## config.mk

```make
export PLATFORM = sky130hd
export DESIGN_NAME = tick_timer_unit
export DESIGN_NICKNAME = d
export VERILOG_FILES = /design/src/rtl/tmr_pkg.sv /design/src/rtl/tmr_down_chan.sv /design/src/rtl/tmr_free_ctr.sv /design/src/rtl/tick_timer_unit.sv
export SDC_FILE = /design/constraint.sdc
export NUM_CORES = 1
export LEC_CHECK = 0
export BUFFER_PORTS_ARGS = -buffer_cell sky130_fd_sc_hd__buf_2
export CORE_MARGIN = 5
export CORE_UTILIZATION = 30
export DETAILED_ROUTE_END_ITERATION = 7
export GPL_TIMING_DRIVEN = 0
export PLACE_DENSITY = 0.51
export SYNTH_ARGS = -nofsm -noshare
export SYNTH_HDL_FRONTEND = slang
export SYNTH_SLANG_ARGS = --single-unit
```

## constraint.sdc

```tcl
create_clock -name clk -period 2.8 [get_ports clk]
set_input_delay 0.28 -clock clk [delete_from_list [all_inputs] [get_ports clk]]
set_output_delay 0.28 -clock clk [all_outputs]
set_load 0.005 [all_outputs]
```

## src/rtl/tmr_pkg.sv

```systemverilog
package tmr_pkg;
  localparam int ADDR_W = 4;
  localparam int DATA_W = 32;
  localparam int N_CH   = 3;

  localparam int CTL_EN   = 7;
  localparam int CTL_PER  = 6;
  localparam int CTL_SLOW = 3;
  localparam logic [7:0] CTL_KEEP = 8'hC8;

  localparam logic [1:0] RG_LOAD  = 2'd0;
  localparam logic [1:0] RG_VALUE = 2'd1;
  localparam logic [1:0] RG_CTRL  = 2'd2;
  localparam logic [1:0] RG_CLEAR = 2'd3;

  localparam logic [ADDR_W-1:0] AD_FREE_LO = 4'd12;
  localparam logic [ADDR_W-1:0] AD_FREE_HI = 4'd13;
  localparam int FREE_EN_BIT = 8;

  // Next count of a down-counter on a tick, width given by mask.
  function automatic logic [31:0] next_down(input logic [31:0] cur,
                                            input logic [31:0] reload,
                                            input logic        periodic,
                                            input logic [31:0] mask);
    if (cur == 32'd0) return periodic ? (reload & mask) : mask;
    return (cur - 32'd1) & mask;
  endfunction
endpackage

```

## src/rtl/tmr_down_chan.sv

```systemverilog
module tmr_down_chan
  import tmr_pkg::*;
#(
  parameter int WIDTH = 16
) (
  input  logic             clk,
  input  logic             rst_n,
  input  logic             slow_tick,
  input  logic             fast_tick,
  input  logic             load_wr,
  input  logic             ctrl_wr,
  input  logic             clear_wr,
  input  logic [WIDTH-1:0] wload,
  input  logic [7:0]       wctrl,
  output logic [WIDTH-1:0] count,
  output logic [WIDTH-1:0] load_val,
  output logic [7:0]       ctrl,
  output logic             tick_ev,
  output logic             uflow_ev,
  output logic             irq
);
  localparam logic [31:0] MASK = 32'((64'd1 << WIDTH) - 64'd1);

  logic [31:0] nxt;

  assign tick_ev  = ctrl[CTL_EN] & (ctrl[CTL_SLOW] ? slow_tick : fast_tick);
  assign uflow_ev = tick_ev & (count == '0);
  assign nxt      = next_down(32'(count), 32'(load_val), ctrl[CTL_PER], MASK);

  always_ff @(posedge clk) begin
    if (!rst_n) begin
      ctrl     <= '0;
      load_val <= '0;
      count    <= '0;
      irq      <= 1'b0;
    end else begin
      if (ctrl_wr) ctrl <= wctrl & CTL_KEEP;
      if (load_wr) load_val <= wload;
      if (load_wr && !ctrl[CTL_EN]) count <= wload;
      else if (tick_ev)             count <= nxt[WIDTH-1:0];
      if (uflow_ev)      irq <= 1'b1;
      else if (clear_wr) irq <= 1'b0;
    end
  end
endmodule

```

## src/rtl/tmr_free_ctr.sv

```systemverilog
module tmr_free_ctr #(
  parameter int WIDTH = 40
) (
  input  logic             clk,
  input  logic             rst_n,
  input  logic             fast_tick,
  input  logic             hi_wr,
  input  logic             en_in,
  output logic [WIDTH-1:0] count,
  output logic             en,
  output logic             inc_ev
);
  assign inc_ev = en & fast_tick;

  always_ff @(posedge clk) begin
    if (!rst_n) begin
      count <= '0;
      en    <= 1'b0;
    end else begin
      if (hi_wr)  en <= en_in;
      if (inc_ev) count <= count + WIDTH'(1);
    end
  end
endmodule

```

## src/rtl/tick_timer_unit.sv

```systemverilog
module tick_timer_unit
  import tmr_pkg::*;
#(
  parameter int NARROW_W = 16,
  parameter int WIDE_W   = 32,
  parameter int FREE_W   = 40
) (
  input  logic        clk,
  input  logic        rst_n,
  input  logic        slow_tick,
  input  logic        fast_tick,
  input  logic        bus_wr,
  input  logic [3:0]  bus_addr,
  input  logic [31:0] bus_wdata,
  output logic [31:0] bus_rdata,
  output logic [2:0]  irq
);
  localparam int HI_W = FREE_W - 32;

  logic [N_CH-1:0]             load_wr, ctrl_wr, clear_wr;
  logic [N_CH-1:0]             tick_ev, uflow_ev, ctrl_en, ctrl_per;
  logic [N_CH-1:0][31:0]       cnt_ext, load_ext;
  logic [N_CH-1:0][7:0]        ctrl_all;
  logic [FREE_W-1:0]           free_cnt;
  logic                        free_en, free_inc, free_hi_wr;

  for (genvar g = 0; g < N_CH; g++) begin : g_ch
    localparam int CW = (g == N_CH - 1) ? WIDE_W : NARROW_W;
    logic          sel;
    logic [CW-1:0] c_cnt, c_load;
    logic [7:0]    c_ctrl;

    assign sel         = bus_wr && (bus_addr[3:2] == 2'(g));
    assign load_wr[g]  = sel && (bus_addr[1:0] == RG_LOAD);
    assign ctrl_wr[g]  = sel && (bus_addr[1:0] == RG_CTRL);
    assign clear_wr[g] = sel && (bus_addr[1:0] == RG_CLEAR);

    tmr_down_chan #(.WIDTH(CW)) chan_i (
      .clk      (clk),
      .rst_n    (rst_n),
      .slow_tick(slow_tick),
      .fast_tick(fast_tick),
      .load_wr  (load_wr[g]),
      .ctrl_wr  (ctrl_wr[g]),
      .clear_wr (clear_wr[g]),
      .wload    (bus_wdata[CW-1:0]),
      .wctrl    (bus_wdata[7:0]),
      .count    (c_cnt),
      .load_val (c_load),
      .ctrl     (c_ctrl),
      .tick_ev  (tick_ev[g]),
      .uflow_ev (uflow_ev[g]),
      .irq      (irq[g])
    );

    assign cnt_ext[g]  = 32'(c_cnt);
    assign load_ext[g] = 32'(c_load);
    assign ctrl_all[g] = c_ctrl;
    assign ctrl_en[g]  = c_ctrl[CTL_EN];
    assign ctrl_per[g] = c_ctrl[CTL_PER];
  end

  assign free_hi_wr = bus_wr && (bus_addr == AD_FREE_HI);

  tmr_free_ctr #(.WIDTH(FREE_W)) free_i (
    .clk      (clk),
    .rst_n    (rst_n),
    .fast_tick(fast_tick),
    .hi_wr    (free_hi_wr),
    .en_in    (bus_wdata[FREE_EN_BIT]),
    .count    (free_cnt),
    .en       (free_en),
    .inc_ev   (free_inc)
  );

  always_comb begin
    bus_rdata = '0;
    if (bus_addr[3:2] < 2'(N_CH)) begin
      case (bus_addr[1:0])
        RG_LOAD:  bus_rdata = load_ext[bus_addr[3:2]];
        RG_VALUE: bus_rdata = cnt_ext[bus_addr[3:2]];
        RG_CTRL:  bus_rdata = 32'(ctrl_all[bus_addr[3:2]]);
        default:  bus_rdata = '0;
      endcase
    end else if (bus_addr == AD_FREE_LO) begin
      bus_rdata = free_cnt[31:0];
    end else if (bus_addr == AD_FREE_HI) begin
      bus_rdata[HI_W-1:0]   = free_cnt[FREE_W-1:32];
      bus_rdata[FREE_EN_BIT] = free_en;
    end
  end
endmodule

```

==> impl_metrics.env, run 1 <==
export IMPL_status="finished, violations left"
export IMPL_failed_checks="design-rule violations"
export IMPL_synth_cell_types=63
export IMPL_drtIter0Drc=1156
export IMPL_path_max_fanout=10
export IMPL_synth_cells=1363
export IMPL_path_class="primary input to output pin"
export IMPL_grt_start_max_net_pins=20
export IMPL_die_area_sq_um=39210
export IMPL_cts_resized_gates=2
export IMPL_clock_sinks=181
export IMPL_ys_ff_latch=181
export IMPL_area_delta_synth_final_pct=14.34
export IMPL_worstPathArrival_ns=2.44
export IMPL_period_minus_slack_ns=2.724
export IMPL_cts_reportedPaths_clkPinSlew_ns=0.08
export IMPL_fin_ws_ns=0.07620
export IMPL_slew_headroom_pct=35.22
export IMPL_ir_drop_v=0.0004064
export IMPL_drcViolationCount=3
export IMPL_cts_tree="yes"
export IMPL_antenna_cells=0
export IMPL_maxCapViolCount=0
export IMPL_setup_viol=0
export IMPL_antenna_found_initial=0
export IMPL_mappedNetlistArea_sq_um=10600
export IMPL_fin_skew_ns=0.01127
export IMPL_post_cts_buffers=0
export IMPL_grt_remaining_overflow=0
export IMPL_initial_core_util_pct=30.55
export IMPL_crit_path_end_kind="output pin"
export IMPL_num_vias=10850
export IMPL_via_per_inst=5.657
export IMPL_synth_top_area_share_pct=34.17
export IMPL_rsz0062_at_grt="false"
export IMPL_routed_wl_mm=43.34
export IMPL_post_place_ws_ns=-0.1853
export IMPL_synthTopCellsByArea="dfxtp_1 (34%), nand2_1 (7.6%), a21oi_1 (6.2%), mux2i_1 (5.9%), xor2_1 (4.5%)"
export IMPL_p_leak_nw=4.341
export IMPL_critical_path_required_ns=2.52
export IMPL_synth_seq_area_share_pct=34.17
export IMPL_hold_path_class="primary input to flop"
export IMPL_fin_crit_sh_pct=97.28
export IMPL_clock_root_buffer="clkbuf_16"
export IMPL_cts_hold_fix_buffers=0
export IMPL_synth_flop_cell="dfxtp_1"
export IMPL_grt_pass1_wl_mm=63.62
export IMPL_fmax_mhz=367.1
export IMPL_yosys_warnings=0
export IMPL_fin_area_sq_um=12120
export IMPL_layout_drive_gt1_share_pct=11.00
export IMPL_pin_count=76
export IMPL_grt_pass1_vias=10090
export IMPL_clock_path_buffers=2
export IMPL_h_tree_depth=4
export IMPL_async_flop_share_pct=0
export IMPL_place_gp_congestion=0.9990
export IMPL_num_nets_final=1498
export IMPL_synth_top_area_cell="dfxtp_1"
export IMPL_die_h_um=198.0
export IMPL_rows=68
export IMPL_slew_violations=0
export IMPL_power_density_nw_per_um2=511.7
export IMPL_core_sq_um=34710
export IMPL_die_w_um=198.0
export IMPL_avgRoutedWirePerCell_um=22.59
export IMPL_hold_viol_final=0
export IMPL_clkLatencyLatePin_ns=0.45
export IMPL_syn_num_nets=1411
export IMPL_dp_hpwl_mm=32.89
export IMPL_firstDrtPassIters=8
export IMPL_placed_area_sq_um=11520
export IMPL_grtUsageTotal_pct=21.40
export IMPL_critical_path_startpoint_type="primary input"
export IMPL_antenna_left=0
export IMPL_syn_area_per_cell_sq_um=7.780
export IMPL_synth_edf_count=0
export IMPL_tightest_slew_ns=0.9717
export IMPL_io_buffers=69
export IMPL_cts_buffers=17
[cells in the mapped netlist, types with 7 or more instances]
cell,number
a21oi_1,131
a222oi_1,8
a22oi_1,43
a31oi_1,8
and3_1,8
buf_1,8
buf_2,17
clkbuf_1,76
dfxtp_1,181
ha_1,7
inv_1,15
mux2i_1,63
mux4_2,7
nand2_1,216
nand2b_1,8
nand3_1,36
nand3b_1,40
nand4_1,15
nor2_1,124
nor2b_1,7
nor3_1,23
nor4_1,14
o211ai_1,24
o21ai_0,73
o221ai_1,16
o22ai_1,10
o311ai_0,8
o31ai_1,9
or3_1,17
xnor2_1,22
xor2_1,55
[power by group]
group          switching (W)  internal, W
Sequential         0.0000457      0.00261
Clock                0.00123      0.00127
Combinational       0.000711     0.000341
Total                0.00199      0.00422
[cell families after synthesis]
logic type      count (synthesis)  synth area share, %
xor+xnor                       77                6.360
flops                         181                34.17
mux                            74                7.858
buf+inv                       125                4.932
simple gates                  551                25.52
compound gates                348                20.33
fa+ha+maj                       7               0.8259
[metrics by stage]
stage	hold WS [ns]	std cells	util, %	total power (W)	setup TNS, ns
after floorplan	0.4160	1363	-	0.003384	0
after global placement	0.4593	1887	33.18	0.003736	-1.967
after detailed placement	0.4664	1887	33.18	0.003741	-2.527
after CTS	0.06881	1918	34.91	0.006208	0
after global routing	0.07849	1918	34.93	0.006402	0
final	0.07675	1918	34.93	0.006204	0
[worst max-delay path: stages]
cell and delay (ns):
clkbuf_1 0.21, buf_2 0.38, buf_1 0.68, nor2_1 0.13, a222oi_1 0.35, o21ai_0 0.22
buf_2 0.18
[registers in the layout, indices dropped and copies added, names as in the netlist]
| register | flops |
|---|---|
| free_i.en | 1 |
| g_ch.chan_i.count | 64 |
| g_ch.chan_i.irq | 3 |
| g_ch.chan_i.ctrl | 9 |
| free_i.count | 40 |
| g_ch.chan_i.load_val | 64 |
[worst paths after layout]
path / start / endpoint / slack, ns / cells past startpoint
max: bus_addr[0] / bus_rdata[7] / 0.08 / 7
min: bus_wdata[18] / g_ch[2].chan_i.load_val[18] / 0.08 / 3
max reg2reg: g_ch[2].chan_i.count[5] / g_ch[2].chan_i.count[30] / 0.20 / 7
min reg2reg: g_ch[2].chan_i.load_val[19] / g_ch[2].chan_i.load_val[19] / 0.47 / 2
[final cells by class]
| type | count | area (sq um) |
|---|---|---|
| Buffer | 109 | 475.5 |
| Clock buffer | 17 | 425.4 |
| Clock inverter | 15 | 171.4 |
| Fill cell | 3693 | 22590 |
| Inverter | 15 | 56.30 |
| Multi-Input combinational cell | 1057 | 6457 |
| Sequential cell | 181 | 3623 |
| Tap cell | 455 | 569.3 |
| Timing Repair Buffer | 69 | 345.3 |
[cell usage in the layout, fill, tap and decap left out, types with 5 or more instances in the layout]
master        n
o311ai_0      8
xnor2_1      22
clkinvlp_4    5
nor4_1       14
a31oi_1       8
and3_1        8
nor2b_1       7
nand3b_1     40
xor2_1       55
a222oi_1      8
nand2_1     216
or4_1         6
buf_2        86
mux2i_1      63
a22oi_1      43
nor3_2        5
buf_1         5
a21oi_1     131
o22ai_1      10
o221ai_1     16
or3_1        17
inv_1        15
nor2_1      124
dfxtp_1     181
buf_4         6
ha_1          7
and4_1        5
nand4_1      15
o211ai_1     24
nand2b_1      8
nand3_1      36
clkbuf_1     74
o31ai_1       9
clkbuf_16    17
mux4_2        7
nor3_1       23
o21ai_0      73
[per-layer routing]
| layer | track usage (%) | share of wire [%] |
|---|---|---|
| met1 | 29.31 | 44 |
| met2 | 33.75 | 44 |
| met3 | 4.254 | 8.0 |
| met4 | 7.345 | 3.6 |
| met5 | 0 | 0 |
Note: power is estimated with default switching activity, not from simulation.
==> run 2: changes to the inputs <==
CTS_BUF_LIST = sky130_fd_sc_hd__clkbuf_4 sky130_fd_sc_hd__clkbuf_8   (was not set)
==> run 2 against run 1 <==
The run still ends with design-rule violations left; power shrank 9.6%; sequential power is essentially flat; combinational power is essentially flat; critical path type unchanged; non-clock buffer count grew 1; flip-flop and latch count is the same; cell count is essentially flat; via count shrank 0.48%; maximum frequency shrank 0.99%; die area is the same.
==> impl_metrics.env, run 2 (synthesized netlist as in run 1, its figures left out) <==
export IMPL_status="finished, violations left"
export IMPL_failed_checks="design-rule violations"
export IMPL_critical_path_required_ns=2.52
export IMPL_clock_root_buffer="clkbuf_8"
export IMPL_hold_path_class="primary input to flop"
export IMPL_antenna_found_initial=0
export IMPL_num_vias=10800
export IMPL_fin_crit_sh_pct=98.26
export IMPL_rows=68
export IMPL_area_delta_synth_final_pct=12.63
export IMPL_h_tree_depth=4
export IMPL_fin_util_pct=34.40
export IMPL_hold_ws_ns=0.02387
export IMPL_clkLatencyLatePin_ns=0.49
export IMPL_initial_core_util_pct=30.55
export IMPL_critical_path_startpoint_type="primary input"
export IMPL_slew_violations=0
export IMPL_dp_hpwl_mm=32.89
export IMPL_antenna_cells=0
export IMPL_hp_start="bus_wdata[18]"
export IMPL_tightest_slew_ns=0.9824
export IMPL_maxCapViolCount=0
export IMPL_slew_headroom_pct=34.51
export IMPL_grt_pass1_vias=10070
export IMPL_cts_buffers=17
export IMPL_die_h_um=198.0
export IMPL_power_density_nw_per_um2=469.5
export IMPL_clock_sinks=181
export IMPL_placed_area_sq_um=11520
export IMPL_place_gp_congestion=0.9990
export IMPL_r2r_worst_path_cells=7
export IMPL_worstPathArrival_ns=2.47
export IMPL_fin_skew_ns=0.01714
export IMPL_fin_tns_setup_ns=0
export IMPL_rsz0062_at_grt="false"
export IMPL_period_minus_slack_ns=2.751
export IMPL_layout_drive_gt1_share_pct=11.00
export IMPL_drtIter0Drc=1209
export IMPL_path_class="primary input to output pin"
export IMPL_grt_pass1_wl_mm=63.60
export IMPL_firstDrtPassIters=8
export IMPL_p_total_w=0.005607
export IMPL_grt_remaining_overflow=0
export IMPL_avgRoutedWirePerCell_um=22.58
export IMPL_crit_path_end_kind="output pin"
export IMPL_routed_wl_mm=43.33
export IMPL_fin_area_sq_um=11940
export IMPL_num_nets_final=1499
export IMPL_setup_viol=0
export IMPL_hold_viol_final=0
export IMPL_io_buffers=69
export IMPL_p_leak_nw=4.258
export IMPL_via_per_inst=5.627
export IMPL_antenna_left=0
export IMPL_grtUsageTotal_pct=21.45
export IMPL_drcViolationCount=11
export IMPL_reg_top3="g_ch.chan_i.count: 64 flops, g_ch.chan_i.load_val: 64 flops, free_i.count: 40 flops"
export IMPL_cts_tree="yes"
export IMPL_cts_reportedPaths_clkPinSlew_ns=0.11
export IMPL_critPathLaunch="bus_addr[0]"
export IMPL_path_max_fanout=10
export IMPL_min_path_cells=3
export IMPL_grt_start_max_net_pins=20
export IMPL_core_sq_um=34710
export IMPL_layout_common_cells="nand2_1 (216), dfxtp_1 (181), a21oi_1 (131), nor2_1 (124), buf_2 (86)"
export IMPL_pin_count=76
export IMPL_die_w_um=198.0
export IMPL_clock_path_buffers=2
export IMPL_reg2reg_from="g_ch[2].chan_i.count[5]"
export IMPL_final_common_cell="nand2_1"
export IMPL_ir_drop_v=0.0003029
export IMPL_fmax_mhz=363.5
export IMPL_die_area_sq_um=39210
run 2: final cells by class:
type,instances,area [sq um]
fill,3725,22770
clock inverter,15,171.4
buffer,109,475.5
tap,455,569.3
sequential,181,3623
inverter,15,56.30
timing repair buffer,70,355.3
clock buffer,17,234.0
multi-input combinational,1057,6457
run 2: stage by stage:
step,cells,worst slack [ns]
6_report,1919,0.04884
5_1_grt,1919,0.01031
4_1_cts,1918,0.01906
3_5_place_dp,1887,-0.1853
3_3_place_gp,1887,-0.1803
2_1_floorplan,1363,0.5602
run 2: worst paths after layout:
| kind | endpoint | slack, ns |
|---|---|---|
| worst min register to register | g_ch[2].chan_i.load_val[19] | 0.48 |
| worst max-delay path | bus_rdata[21] | 0.05 |
| worst max register to register | g_ch[2].chan_i.count[30] | 0.20 |
| worst min-delay path | g_ch[2].chan_i.load_val[18] | 0.02 |
run 2: per-layer routing:
layer / global-route usage (%) / vias up / share of wire (%)
met1: 29.23 / 5226 / 45
met5: 0 / - / 0
met3: 4.662 / 70 / 7.6
met4: 6.835 / 0 / 3.1
met2: 33.97 / 437 / 45
li1: - / 5066 / -
run 2: where the power goes:
part / switching, W / internal (W) / leakage [nW]
logic: 0.000710 / 0.000342 / 2.61
registers: 0.0000461 / 0.00261 / 1.46
clock network: 0.00116 / 0.000745 / 0.188
total: 0.00191 / 0.00370 / 4.26
run 2: critical path: stages:
cell,delay [ns]
clkbuf_1,0.22
buf_2,0.39
clkdlybuf4s15_1,0.73
mux2i_1,0.49
o21ai_0,0.19
buf_2,0.16
run 2: repair_timing:
action	4_1_cts	5_1_grt
setup buffers	0	0
pin swaps	0	0
hold buffers	0	1
gates resized for setup	2	5
endpoints found under the setup margin	17	21
hold endpoints to repair	0	1
